<file path="src/rtl/uart14_pkg.sv">
package uart14_pkg;
  localparam int BIT_TICKS  = 14;
  localparam int FRAME_BITS = 10;

  localparam logic [2:0] A_DATA  = 3'd0;
  localparam logic [2:0] A_LEVEL = 3'd1;
  localparam logic [2:0] A_FLAGS = 3'd2;
  localparam logic [2:0] A_CTRL  = 3'd3;
  localparam logic [2:0] A_RATE  = 3'd4;

  typedef enum logic [1:0] { RX_IDLE, RX_START, RX_DATA } rxState_t;

  // strobes from control to datapath
  typedef struct packed {
    logic       tick;
    logic       rxPop;
    logic       txPush;
    logic [7:0] txByte;
    logic       txGo;
    logic       brk;
  } u14Strobe_t;

  // single-cycle events from datapath to control
  typedef struct packed {
    logic rxPushed;
    logic rxOverrun;
    logic rxFrameErr;
    logic rxBreak;
    logic txPopped;
  } u14Event_t;
endpackage

</file>
<file path="src/rtl/uart14_fifo.sv">
module uart14_fifo #(
  parameter  int W     = 8,
  parameter  int DEPTH = 64,
  localparam int AW    = $clog2(DEPTH),
  localparam int CW    = $clog2(DEPTH + 1)
) (
  input  logic          clk,
  input  logic          rstN,
  input  logic          push,
  input  logic          pop,
  input  logic [W-1:0]  din,
  output logic [W-1:0]  dout,
  output logic [CW-1:0] count
);
  logic [W-1:0]  mem [DEPTH];
  logic [AW-1:0] wrPtr, rdPtr;
  logic          doPush, doPop;

  assign doPush = push && (count != CW'(DEPTH));
  assign doPop  = pop && (count != '0);
  assign dout   = mem[rdPtr];

  function automatic logic [AW-1:0] nextPtr(input logic [AW-1:0] p);
    return (p == AW'(DEPTH - 1)) ? '0 : p + 1'b1;
  endfunction

  always_ff @(posedge clk) begin
    if (doPush) mem[wrPtr] <= din;
  end

  always_ff @(posedge clk or negedge rstN) begin
    if (!rstN) begin
      wrPtr <= '0;
      rdPtr <= '0;
      count <= '0;
    end else begin
      if (doPush) wrPtr <= nextPtr(wrPtr);
      if (doPop)  rdPtr <= nextPtr(rdPtr);
      case ({doPush, doPop})
        2'b10:   count <= count + 1'b1;
        2'b01:   count <= count - 1'b1;
        default: count <= count;
      endcase
    end
  end
endmodule

</file>
<file path="src/rtl/uart14_datapath.sv">
module uart14_datapath
  import uart14_pkg::*;
#(
  parameter  int DEPTH = 64,
  localparam int CW    = $clog2(DEPTH + 1)
) (
  input  logic          clk,
  input  logic          rstN,
  input  u14Strobe_t    stb,
  input  logic          rxdIn,
  output logic          txdOut,
  output logic [9:0]    rxHead,
  output logic [CW-1:0] rxCount,
  output logic [CW-1:0] txCount,
  output u14Event_t     evt
);
  localparam logic [3:0] LAST_TICK = 4'(BIT_TICKS - 1);
  localparam logic [3:0] MID_TICK  = 4'(BIT_TICKS / 2 - 1);

  // receive side
  logic [1:0] rxSync;
  logic       rxBit;
  rxState_t   rxState;
  logic [3:0] rxTick, rxIdx;
  logic [7:0] rxShift;
  logic       rxPushReq;
  logic [9:0] rxWord;

  assign rxBit = rxSync[1];

  always_ff @(posedge clk or negedge rstN) begin
    if (!rstN) begin
      rxSync    <= 2'b11;
      rxState   <= RX_IDLE;
      rxTick    <= '0;
      rxIdx     <= '0;
      rxShift   <= '0;
      rxPushReq <= 1'b0;
      rxWord    <= '0;
    end else begin
      rxSync    <= {rxSync[0], rxdIn};
      rxPushReq <= 1'b0;
      if (stb.tick) begin
        case (rxState)
          RX_IDLE: if (!rxBit) begin
            rxState <= RX_START;
            rxTick  <= 4'd1;
          end
          RX_START: if (rxTick == MID_TICK) begin
            rxState <= rxBit ? RX_IDLE : RX_DATA;
            rxTick  <= '0;
            rxIdx   <= '0;
          end else rxTick <= rxTick + 1'b1;
          default: if (rxTick == LAST_TICK) begin
            rxTick <= '0;
            if (rxIdx != 4'd8) begin
              rxShift <= {rxBit, rxShift[7:1]};
              rxIdx   <= rxIdx + 1'b1;
            end else begin
              rxPushReq <= 1'b1;
              rxWord    <= {!rxBit && (rxShift == 8'd0), !rxBit, rxShift};
              rxState   <= RX_IDLE;
            end
          end else rxTick <= rxTick + 1'b1;
        endcase
      end
    end
  end

  uart14_fifo #(.W(10), .DEPTH(DEPTH)) uRxFifo (
    .clk(clk), .rstN(rstN), .push(rxPushReq), .pop(stb.rxPop),
    .din(rxWord), .dout(rxHead), .count(rxCount)
  );

  // transmit side
  logic [7:0] txHeadByte;
  logic       txLoad, txBusy;
  logic [9:0] txShift;
  logic [3:0] txTick, txBitN;

  assign txLoad = !txBusy && (txCount != '0) && stb.txGo && !stb.brk;

  uart14_fifo #(.W(8), .DEPTH(DEPTH)) uTxFifo (
    .clk(clk), .rstN(rstN), .push(stb.txPush), .pop(txLoad),
    .din(stb.txByte), .dout(txHeadByte), .count(txCount)
  );

  always_ff @(posedge clk or negedge rstN) begin
    if (!rstN) begin
      txBusy  <= 1'b0;
      txShift <= '1;
      txTick  <= '0;
      txBitN  <= '0;
      txdOut  <= 1'b1;
    end else begin
      if (txLoad) begin
        txShift <= {1'b1, txHeadByte, 1'b0};
        txBusy  <= 1'b1;
        txTick  <= '0;
        txBitN  <= '0;
      end else if (txBusy && stb.tick) begin
        if (txTick == LAST_TICK) begin
          txTick  <= '0;
          txShift <= {1'b1, txShift[9:1]};
          if (txBitN == 4'(FRAME_BITS - 1)) txBusy <= 1'b0;
          else txBitN <= txBitN + 1'b1;
        end else txTick <= txTick + 1'b1;
      end
      txdOut <= stb.brk ? 1'b0 : (txBusy ? txShift[0] : 1'b1);
    end
  end

  assign evt.rxPushed   = rxPushReq;
  assign evt.rxOverrun  = rxPushReq && (rxCount == CW'(DEPTH));
  assign evt.rxFrameErr = rxPushReq && rxWord[8];
  assign evt.rxBreak    = rxPushReq && rxWord[9];
  assign evt.txPopped   = txLoad;
endmodule

</file>
<file path="src/rtl/uart14_ctrl.sv">
module uart14_ctrl
  import uart14_pkg::*;
#(
  parameter  int DEPTH = 64,
  localparam int CW    = $clog2(DEPTH + 1),
  localparam int TW    = $clog2(16 * FRAME_BITS * BIT_TICKS + 1)
) (
  input  logic          clk,
  input  logic          rstN,
  input  logic [2:0]    busAddr,
  input  logic          busWrEn,
  input  logic          busRdEn,
  input  logic [31:0]   busWdata,
  output logic [31:0]   busRdata,
  input  logic [CW-1:0] rxCount,
  input  logic [CW-1:0] txCount,
  input  logic [9:0]    rxHead,
  input  u14Event_t     evt,
  input  logic          ctsIn,
  output u14Strobe_t    stb,
  output logic          rtsOut,
  output logic          irqOut,
  output logic [21:0]   ctrlQ,
  output logic [5:0]    flagQ
);
  logic [7:0]  rateQ, divQ;
  logic [TW-1:0] tmoQ, tmoLimit;
  logic [7:0]  rxTrig, txTrig, rtsThr, rxLvl, txLvl;
  logic        tick, rxEmpty, tmoOn, tmoFire;
  logic [5:0]  flagSet, flagClr;
  logic        unusedW;

  assign unusedW = ^busWdata[31:22];
  assign rxLvl   = 8'(rxCount);
  assign txLvl   = 8'(txCount);
  assign rxEmpty = (rxCount == '0);
  assign tick    = (divQ == rateQ);

  always_comb begin
    case (ctrlQ[4:2])
      3'd0: rxTrig = 8'd1;   3'd1: rxTrig = 8'd4;
      3'd2: rxTrig = 8'd8;   3'd3: rxTrig = 8'd16;
      3'd4: rxTrig = 8'd32;  default: rxTrig = 8'd48;
    endcase
    case (ctrlQ[1:0])
      2'd0: txTrig = 8'd0;  2'd1: txTrig = 8'd4;
      2'd2: txTrig = 8'd8;  default: txTrig = 8'd16;
    endcase
    case (ctrlQ[20:19])
      2'd0: rtsThr = 8'd8;   2'd1: rtsThr = 8'd16;
      2'd2: rtsThr = 8'd32;  default: rtsThr = 8'd48;
    endcase
    case (ctrlQ[17:16])
      2'd1:    tmoLimit = TW'(4 * FRAME_BITS * BIT_TICKS);
      2'd2:    tmoLimit = TW'(8 * FRAME_BITS * BIT_TICKS);
      default: tmoLimit = TW'(16 * FRAME_BITS * BIT_TICKS);
    endcase
  end

  assign tmoOn   = (ctrlQ[17:16] != 2'd0) && !rxEmpty && !evt.rxPushed;
  assign tmoFire = tmoOn && tick && (tmoQ == tmoLimit - 1'b1);

  assign flagSet = {evt.rxOverrun, evt.rxBreak, evt.rxFrameErr, tmoFire,
                    !rxEmpty && (rxLvl >= rxTrig),
                    evt.txPopped && (txLvl - 8'd1 == txTrig)};
  assign flagClr = (busWrEn && busAddr == A_FLAGS) ? busWdata[5:0] : 6'd0;

  always_ff @(posedge clk or negedge rstN) begin
    if (!rstN) begin
      ctrlQ <= '0;
      rateQ <= '0;
      divQ  <= '0;
      tmoQ  <= '0;
      flagQ <= '0;
    end else begin
      divQ  <= tick ? 8'd0 : divQ + 1'b1;
      flagQ <= (flagQ & ~flagClr) | flagSet;
      if (!tmoOn) tmoQ <= '0;
      else if (tick && tmoQ != tmoLimit) tmoQ <= tmoQ + 1'b1;
      if (busWrEn && busAddr == A_CTRL) ctrlQ <= busWdata[21:0];
      if (busWrEn && busAddr == A_RATE) rateQ <= busWdata[7:0];
    end
  end

  always_comb begin
    case (busAddr)
      A_DATA:  busRdata = rxEmpty ? 32'h100 : {21'd0, rxHead[9:8], 1'b0, rxHead[7:0]};
      A_LEVEL: busRdata = {16'd0, txLvl, rxLvl};
      A_FLAGS: busRdata = {25'd0, txLvl <= txTrig, flagQ};
      A_CTRL:  busRdata = {10'd0, ctrlQ};
      A_RATE:  busRdata = {24'd0, rateQ};
      default: busRdata = 32'd0;
    endcase
  end

  assign stb.tick   = tick;
  assign stb.rxPop  = busRdEn && (busAddr == A_DATA);
  assign stb.txPush = busWrEn && (busAddr == A_DATA);
  assign stb.txByte = busWdata[7:0];
  assign stb.txGo   = !ctrlQ[14] || (ctsIn ^ ctrlQ[15]);
  assign stb.brk    = ctrlQ[8];

  assign rtsOut = (ctrlQ[18] ? (rxLvl < rtsThr) : 1'b1) ^ ctrlQ[21];
  assign irqOut = (flagQ[0] && ctrlQ[5]) || ((|flagQ[2:1]) && ctrlQ[6]) ||
                  ((|flagQ[5:3]) && ctrlQ[7]);
endmodule

</file>
<file path="src/rtl/uart14_top.sv">
module uart14_top
  import uart14_pkg::*;
#(
  parameter  int DEPTH = 64,
  localparam int CW    = $clog2(DEPTH + 1)
) (
  input  logic        clk,
  input  logic        rstN,
  input  logic [2:0]  busAddr,
  input  logic        busWrEn,
  input  logic        busRdEn,
  input  logic [31:0] busWdata,
  output logic [31:0] busRdata,
  input  logic        rxdIn,
  output logic        txdOut,
  input  logic        ctsIn,
  output logic        rtsOut,
  output logic        irqOut
);
  u14Strobe_t    stb;
  u14Event_t     evt;
  logic [CW-1:0] rxCount, txCount;
  logic [9:0]    rxHead;
  logic [21:0]   ctrlQ;
  logic [5:0]    flagQ;

  uart14_ctrl #(.DEPTH(DEPTH)) uCtrl (
    .clk(clk), .rstN(rstN), .busAddr(busAddr), .busWrEn(busWrEn),
    .busRdEn(busRdEn), .busWdata(busWdata), .busRdata(busRdata),
    .rxCount(rxCount), .txCount(txCount), .rxHead(rxHead), .evt(evt),
    .ctsIn(ctsIn), .stb(stb), .rtsOut(rtsOut), .irqOut(irqOut),
    .ctrlQ(ctrlQ), .flagQ(flagQ)
  );

  uart14_datapath #(.DEPTH(DEPTH)) uPath (
    .clk(clk), .rstN(rstN), .stb(stb), .rxdIn(rxdIn), .txdOut(txdOut),
    .rxHead(rxHead), .rxCount(rxCount), .txCount(txCount), .evt(evt)
  );
endmodule

</file>
<file path="config.mk">
export PLATFORM = sky130hd
export DESIGN_NAME = uart14_top
export DESIGN_NICKNAME = d
export VERILOG_FILES = /design/src/rtl/uart14_pkg.sv /design/src/rtl/uart14_fifo.sv /design/src/rtl/uart14_datapath.sv /design/src/rtl/uart14_ctrl.sv /design/src/rtl/uart14_top.sv
export SDC_FILE = /design/constraint.sdc
export NUM_CORES = 2
export LEC_CHECK = 0
export BUFFER_PORTS_ARGS = -buffer_cell sky130_fd_sc_hd__buf_2
export CAP_MARGIN = 20
export CORE_UTILIZATION = 30
export DETAILED_ROUTE_END_ITERATION = 10
export HOLD_SLACK_MARGIN = 0.06
export PLACE_DENSITY = 0.57
export SYNTH_ARGS = -nofsm -noshare
export SYNTH_HDL_FRONTEND = slang
export SYNTH_SLANG_ARGS = --single-unit
</file>
<file path="constraint.sdc">
create_clock -name clk -period 3.35 [get_ports clk]
set_input_delay 0 -clock clk [delete_from_list [all_inputs] [get_ports clk]]
set_output_delay 0 -clock clk [all_outputs]
set_load 0.01 [all_outputs]
</file>
Yosys cells after proc, flatten, opt, wreduce, memory -nomap -nowiden:

Memories as Yosys holds them, arrays and structs flattened.
Index checks and enable logic that the tools add are counted.

* bits in registers: 145
* memory bits (writable): 1152
* input port bits: 41
* output and inout bits: 35
* logic and storage cells: 212
* memories kept: 2

Memories
* uPath.uRxFifo.mem: depth 64, width 10, rd ports 1, clocked after Yosys merged registers in 0, write ports 1, RTL line uart14_fifo.sv:15 `logic [W-1:0] mem [DEPTH];`
* uPath.uTxFifo.mem: depth 64, width 8, rd ports 1, clocked after Yosys merged registers in 0, write ports 1, RTL line uart14_fifo.sv:15

* $add $sub $neg: 16
* order comparisons: 3
* equality and inequality tests: 40
* muxes and demuxes: 55
* bitwise operators: 8
* reductions and logical operators: 65

Operator list (count)
* case mux 32 bit (5 select lines): 1
* 2-to-1 mux 4 bit: 13
* 2-to-1 mux 10 bit: 3
* 2-to-1 mux 6 bit: 5
* case mux 6 bit (5 select lines): 1
* case mux 7 bit (2 select lines): 2
* logical AND 1 bit: 27
* adder 6 x 1 -> 6 bit (second input constant): 4
* equality test 6 bit (second input constant): 4
* 2-to-1 mux 12 bit: 2
* case mux 12 bit (2 select lines): 1
* case mux 6 bit (3 select lines): 1
* adder 4 x 1 -> 4 bit (second input constant): 4
* case mux 4 bit (2 select lines): 2
* nonzero test 2 bit: 8
* 2-to-1 mux 1 bit: 15
* case mux 5 bit (3 select lines): 1
* adder 7 x 1 -> 7 bit (second input constant): 2
* != test 7 bit (second input constant): 2
* nonzero test 7 bit: 2
* subtractor 7 x 1 -> 7 bit (second input constant): 2
* adder 12 x 1 -> 12 bit (second input constant): 1
* equality test 12 bit: 1
* equality test 2 x 1 -> 1 bit (second input constant): 6
* other kinds (42): 77

Longest topological paths before layout:

* word-level depth: 7
* depth in mapped cells: 16
* depth with buffers taken out: 13

By module:

Synthesis repeated with hierarchy kept, for this count alone.

* cell total of the unflattened synthesis: 2877
* area, all modules: 53186.0 µm²

By module, submodules not included
* uart14_fifo at uPath.uRxFifo: instances 1, cells each 1238, area each 25967.4 µm², seq. area each 19693.9 µm²
* uart14_fifo at uPath.uTxFifo: instances 1, cells each 1026, area each 21033.9 µm², seq. area each 15850.2 µm²
* uart14_ctrl: instances 1, cells each 373, area each 3687.3 µm², seq. area each 1401.3 µm²
* uart14_datapath: instances 1, cells each 240, area each 2497.4 µm², seq. area each 1266.2 µm²

Least setup slack after synthesis:

OpenSTA, ideal clock, no wires.

* kind: flip-flop to flip-flop
* start: register uPath.uTxFifo.count[1]
* end: register uPath.uTxFifo.count[6]
* setup time: 0.079 ns
* data arrival time: 3.458 ns
* data required time: 3.271 ns
* setup slack: -0.188 ns
* stages on the path, launching flop included: 17
* buffers on the path: 3
* period minus slack after synthesis: 3.538 ns
* cells stage by stage: dfrtp_1 -> clkbuf_1 -> nor2_1 -> nand3_1 -> o21ai_1 -> inv_2 -> buf_1 -> ha_1 -> buf_1 -> xor2_1 -> ha_1 -> nor3_1 -> a21oi_1 -> o221a_2 -> or3_1 -> a31oi_1 -> xor2_1

* cells in the longest elaborated chain, start to end: 7
* elaborated cells on any way between the ends: 13
* classes of those cells: add/sub: 2; eq/ne: 3; mux: 1; reduce/logical: 7

Ends and longest elaborated chain
* start, declared: RTL line uart14_fifo.sv:13 `output logic [CW-1:0] count`
* start signal, assigned: RTL line uart14_fifo.sv:40 `2'b10: count <= count + 1'b1;`
* start signal, assigned: RTL line uart14_fifo.sv:41 `2'b01: count <= count - 1'b1;`
* start signal, assigned: RTL line uart14_fifo.sv:42 `default: count <= count;`
* nonzero test 7 bit *: RTL line uart14_fifo.sv:20, uart14_datapath.sv:81
* logical AND 1 bit (3 in a row): RTL line uart14_datapath.sv:81 `assign txLoad = !txBusy && (txCount != '0) && stb.txGo && !stb.brk;`
* logical AND 1 bit *: RTL line uart14_fifo.sv:20 `assign doPop = pop && (count != '0);`
* via uPath.uTxFifo.doPop: RTL line uart14_fifo.sv:17 `logic doPush, doPop;`
* equality test 2 x 1 -> 1 bit or equality test 2 bit (tied branches): RTL line uart14_fifo.sv:39 `case ({doPush, doPop})`
* case mux 7 bit (2 select lines) or nonzero test 2 bit (tied branches)

Mark *: on every way through the listed nets, which the timed path passes. The rest lies on a longest branch.
A chain may end at the register's enable or synchronous reset.

Worst setup path in the final report:

* start: register uPath.uRxFifo.rdPtr[0]
* end: output busRdata[6]

* cells in the longest elaborated chain, start to end: 3

Ends and longest elaborated chain
* start, declared: RTL line uart14_fifo.sv:16 `logic [AW-1:0] wrPtr, rdPtr;`
* start signal, assigned: RTL line uart14_fifo.sv:38 `if (doPop) rdPtr <= nextPtr(rdPtr);`
* memory (64 x 10 bit)
* 2-to-1 mux 11 bit: RTL line uart14_ctrl.sv:87 `A_DATA: busRdata = rxEmpty ? 32'h100 : {21'd0, rxHead[9:8], 1'b0, rxHead[7:0]};`
* case mux 32 bit (5 select lines): RTL line uart14_ctrl.sv:86 `case (busAddr)`
* end, declared: RTL line uart14_top.sv:13 `output logic [31:0] busRdata,`

No other way between the ends.

==> flow_summary.toml <==
[layout]
nets = 3347
drive_gt1_share_pct = 27.12
fillers = 16140
area_growth_pct = 19.20
fin_util_pct = 36.04

[drt]
dr.pass1.iters = 7
post-route-drc-count = 0
drtAntennaViolNets = 0
vias = 27900
via_per_inst = 4.900
first_iter_violations = 2419
wl_mm = 129.8
routedWlPerCell_um = 22.80

[logic_synthesis]
synth_cell_types = 77
yosys-top-cells-count = "1152 x edfxtp_1, 255 x mux4_2, 208 x nor2_1"
ys_ff_latch = 1296
synth_cells = 2871
synth_area_leader_cell = "edfxtp_1"
synth_area_mm2 = 0.05260
synth_edf_count = 1152
synth_top_area_share_pct = 65.76
synth_top_flop_cell = "edfxtp_1"
synth_most_common_cell = "edfxtp_1"
async_flop_share_pct = 11.11
yosys_warnings = 0
avgSynthCellArea_um2 = 18.32
synth.area.top_cells = "edfxtp_1 66%, mux4_2 11%, dfrtp_1 6.3%"
ys_seq_area_share_pct = 72.64

[timing]
hold_ws_ns = 0.2781
tns_ns = 0
period_share_pct = 99.24
slew_headroom_pct = 24.34
setup_viol = 0
rsz0062_at_grt = "true"
hold_violations = 0
maxSlewViolCount = 0
setup_ws_ns = 0.02553
min_period_ns = 3.324
max_clock_freq_mhz = 300.8
finalClockSkew_ns = 0.02546
max_slew.worst_pin.slew_ns = 1.135

[clock_tree]
htreeDepth = 4
path_clk_slew_ns = 0.06
cts-root-buf = "clkbuf_16"
clkSinkCount = 1296
clock_latency_ns = 0.76
clockBufferDepth = 3
cts_tree = "done"
numCtsBuffers = 133

[placed_design]
place_ws_ns = 0.1850
gp_congestion = 0.8116
place.port_buffers = 55
hpwlAfterDp_mm = 79.75

[run]
max_cap_violations = 0

[power]
p_leak_nw = 19.39
total_power_w = 0.03852
peakVddDrop_v = 0.0004948
powerDensity_mw_per_mm2 = 614.3

[grt]
grt-ovfl-total = 0
grt_start_max_net_pins = 77
antenna_found_initial = 2
grt_pass1_wl_mm = 190.5
grt_pass1_vias = 27930
track_usage_pct = 14.59

[critical_path]
crit_path_start_kind = "register"
worstPathMaxFanout = 8
critical_path_buf_inv_count = 4
arrival_ns = 3.32
max_stage_delay_ns = 0.53
crit_slowest_cell = "dfrtp_4"
endpoint_kind = "output port"
cpLargestDelayFamily = "multiplexers"
crit_required_ns = 3.35
path_class = "register to output port"
crit_chain = "buf_12 > buf_12 > buf_4 > mux4_2 > mux4_2 > mux2i_1 > o211ai_1 > buf_2"

[floorplanning]
num_rows = 153
dieWidth_um = 420.7
die_area_mm2 = 0.1770
ioPinCount = 76
coreArea_mm2 = 0.1740
start_util_pct = 30.23
die-height_um = 420.7

[worst_hold_path]
hold_path_class = "primary input to register"

[run_status]
status = "completed"
-- report_power, final --
| group | leakage, nW | switching, W | internal, W | total, W |
|---|---|---|---|---|
| clock | 1.97 | 0.00612 | 0.00798 | 0.0141 |
| combinational | 6.63 | 0.00311 | 0.00287 | 0.00599 |
| sequential | 10.8 | 0.000555 | 0.0179 | 0.0184 |
| total | 19.4 | 0.00979 | 0.0287 | 0.0385 |
-- final cells by class --
class | count | area (um2) | share of cell area [%]
Clock buffer | 180 | 3620 | 5.772
Timing Repair Buffer | 418 | 3605 | 5.749
Tap cell | 2325 | 2909 | 4.639
Inverter | 35 | 131.4 | 0.2095
Sequential cell | 1296 | 38250 | 60.99
Clock inverter | 54 | 451.7 | 0.7203
Multi-Input combinational cell | 1384 | 13740 | 21.91
Antenna cell | 2 | 5.005 | 0.007981
-- timing repair --
action,in CTS,in global routing
cloned,3,1
resized for setup,43,21
setup endpoints to repair,10,12
hold buffers,61,0
pin swaps,7,11
buffers inserted,31,7
endpoints found under the hold margin,557,0
-- cell usage in the layout (no fill, tap or decap), types with 17 or more instances in the layout --
cell type,Yosys,layout
edfxtp_1,1152,1152
buf_4,27,274
mux4_2,255,255
nor2_1,208,207
mux2i_1,151,148
clkbuf_16,0,138
dfrtp_1,132,115
nand2_1,89,88
o21ai_0,60,60
dlygate4sd3_1,0,60
buf_2,43,53
a21oi_1,52,47
clkbuf_1,68,40
nand3_1,39,39
mux2_2,38,38
ha_1,37,36
inv_1,33,33
xnor2_1,31,31
a211oi_1,48,31
nor2b_1,27,27
o22ai_1,28,27
o221ai_1,23,23
xor2_1,23,23
buf_12,0,21
clkinv_1,0,20
nor3_1,20,19
a22oi_1,23,19
and3_1,18,18
nand4_1,17,17
a211oi_2,0,17
-- worst paths after layout --
check                                             from  slack, ns  cells past startpoint                 endpoint
worst min-delay path                       busWdata[5]       0.28                      2  uPath.uTxFifo.mem[9][5]
min in group asynchronous                         rstN       0.53                      3         uPath.txShift[4]
worst max-delay path            uPath.uRxFifo.rdPtr[0]       0.03                      8              busRdata[6]
worst max register to register  uPath.uRxFifo.count[2]       0.24                     12   uPath.uRxFifo.count[6]
max in group asynchronous                         rstN       2.24                      4   uPath.uRxFifo.rdPtr[1]
worst min register to register         uPath.rxSync[0]       0.37                      0          uPath.rxSync[1]
-- per-layer routing --
layer | vias to the layer above | wire length [um] | track usage, %
li1 | 12340 | - | -
met1 | 14670 | 57100 | 20.02
met2 | 720 | 63440 | 23.76
met3 | 172 | 5863 | 2.028
met4 | 0 | 3417 | 4.931
met5 | - | 0 | 0
-- flip-flops by register name, indices dropped and copies added, names as in the netlist, 8 cells and up --
name / count
uCtrl.ctrlQ: 22
uCtrl.divQ: 8
uCtrl.rateQ: 8
uCtrl.tmoQ: 12
uPath.rxShift: 8
uPath.rxWord: 10
uPath.txShift: 9
uPath.uRxFifo.mem: 640
uPath.uTxFifo.mem: 512
-- metrics by stage --
step	std cells	cell area (um2)
after floorplan	2880	52640
after global placement	5355	57170
after detailed placement	5355	57170
after CTS	5684	62500
after global routing	5694	62710
final	5694	62710
-- kinds of logic (layout without fill, tap and decap cells) --
family | after synthesis | count (layout) | synth area share (%)
other | 1 | 12 | 0.007129
and+or+nand+nor | 492 | 492 | 4.462
xor gates and xnor gates | 54 | 54 | 0.8991
AOI/OAI and AO/OA | 332 | 332 | 4.305
muxes | 458 | 458 | 14.90
buffers and inverters | 200 | 687 | 1.865
DFF | 1296 | 1296 | 72.64
adders and majority gates | 38 | 38 | 0.9181
-- worst reg2reg max path, cell delays in order (launching register included) --
cell,delay (ns)
dfrtp_1,0.41
nor4_4,0.42
and2_1,0.23
a21boi_1,0.11
inv_1,0.11
ha_2,0.28
ha_1,0.29
nor2b_1,0.15
o21ai_1,0.16
a21boi_0,0.16
or4_1,0.50
nand3_1,0.12
xnor2_1,0.11
(Power assumes the default switching activity.)
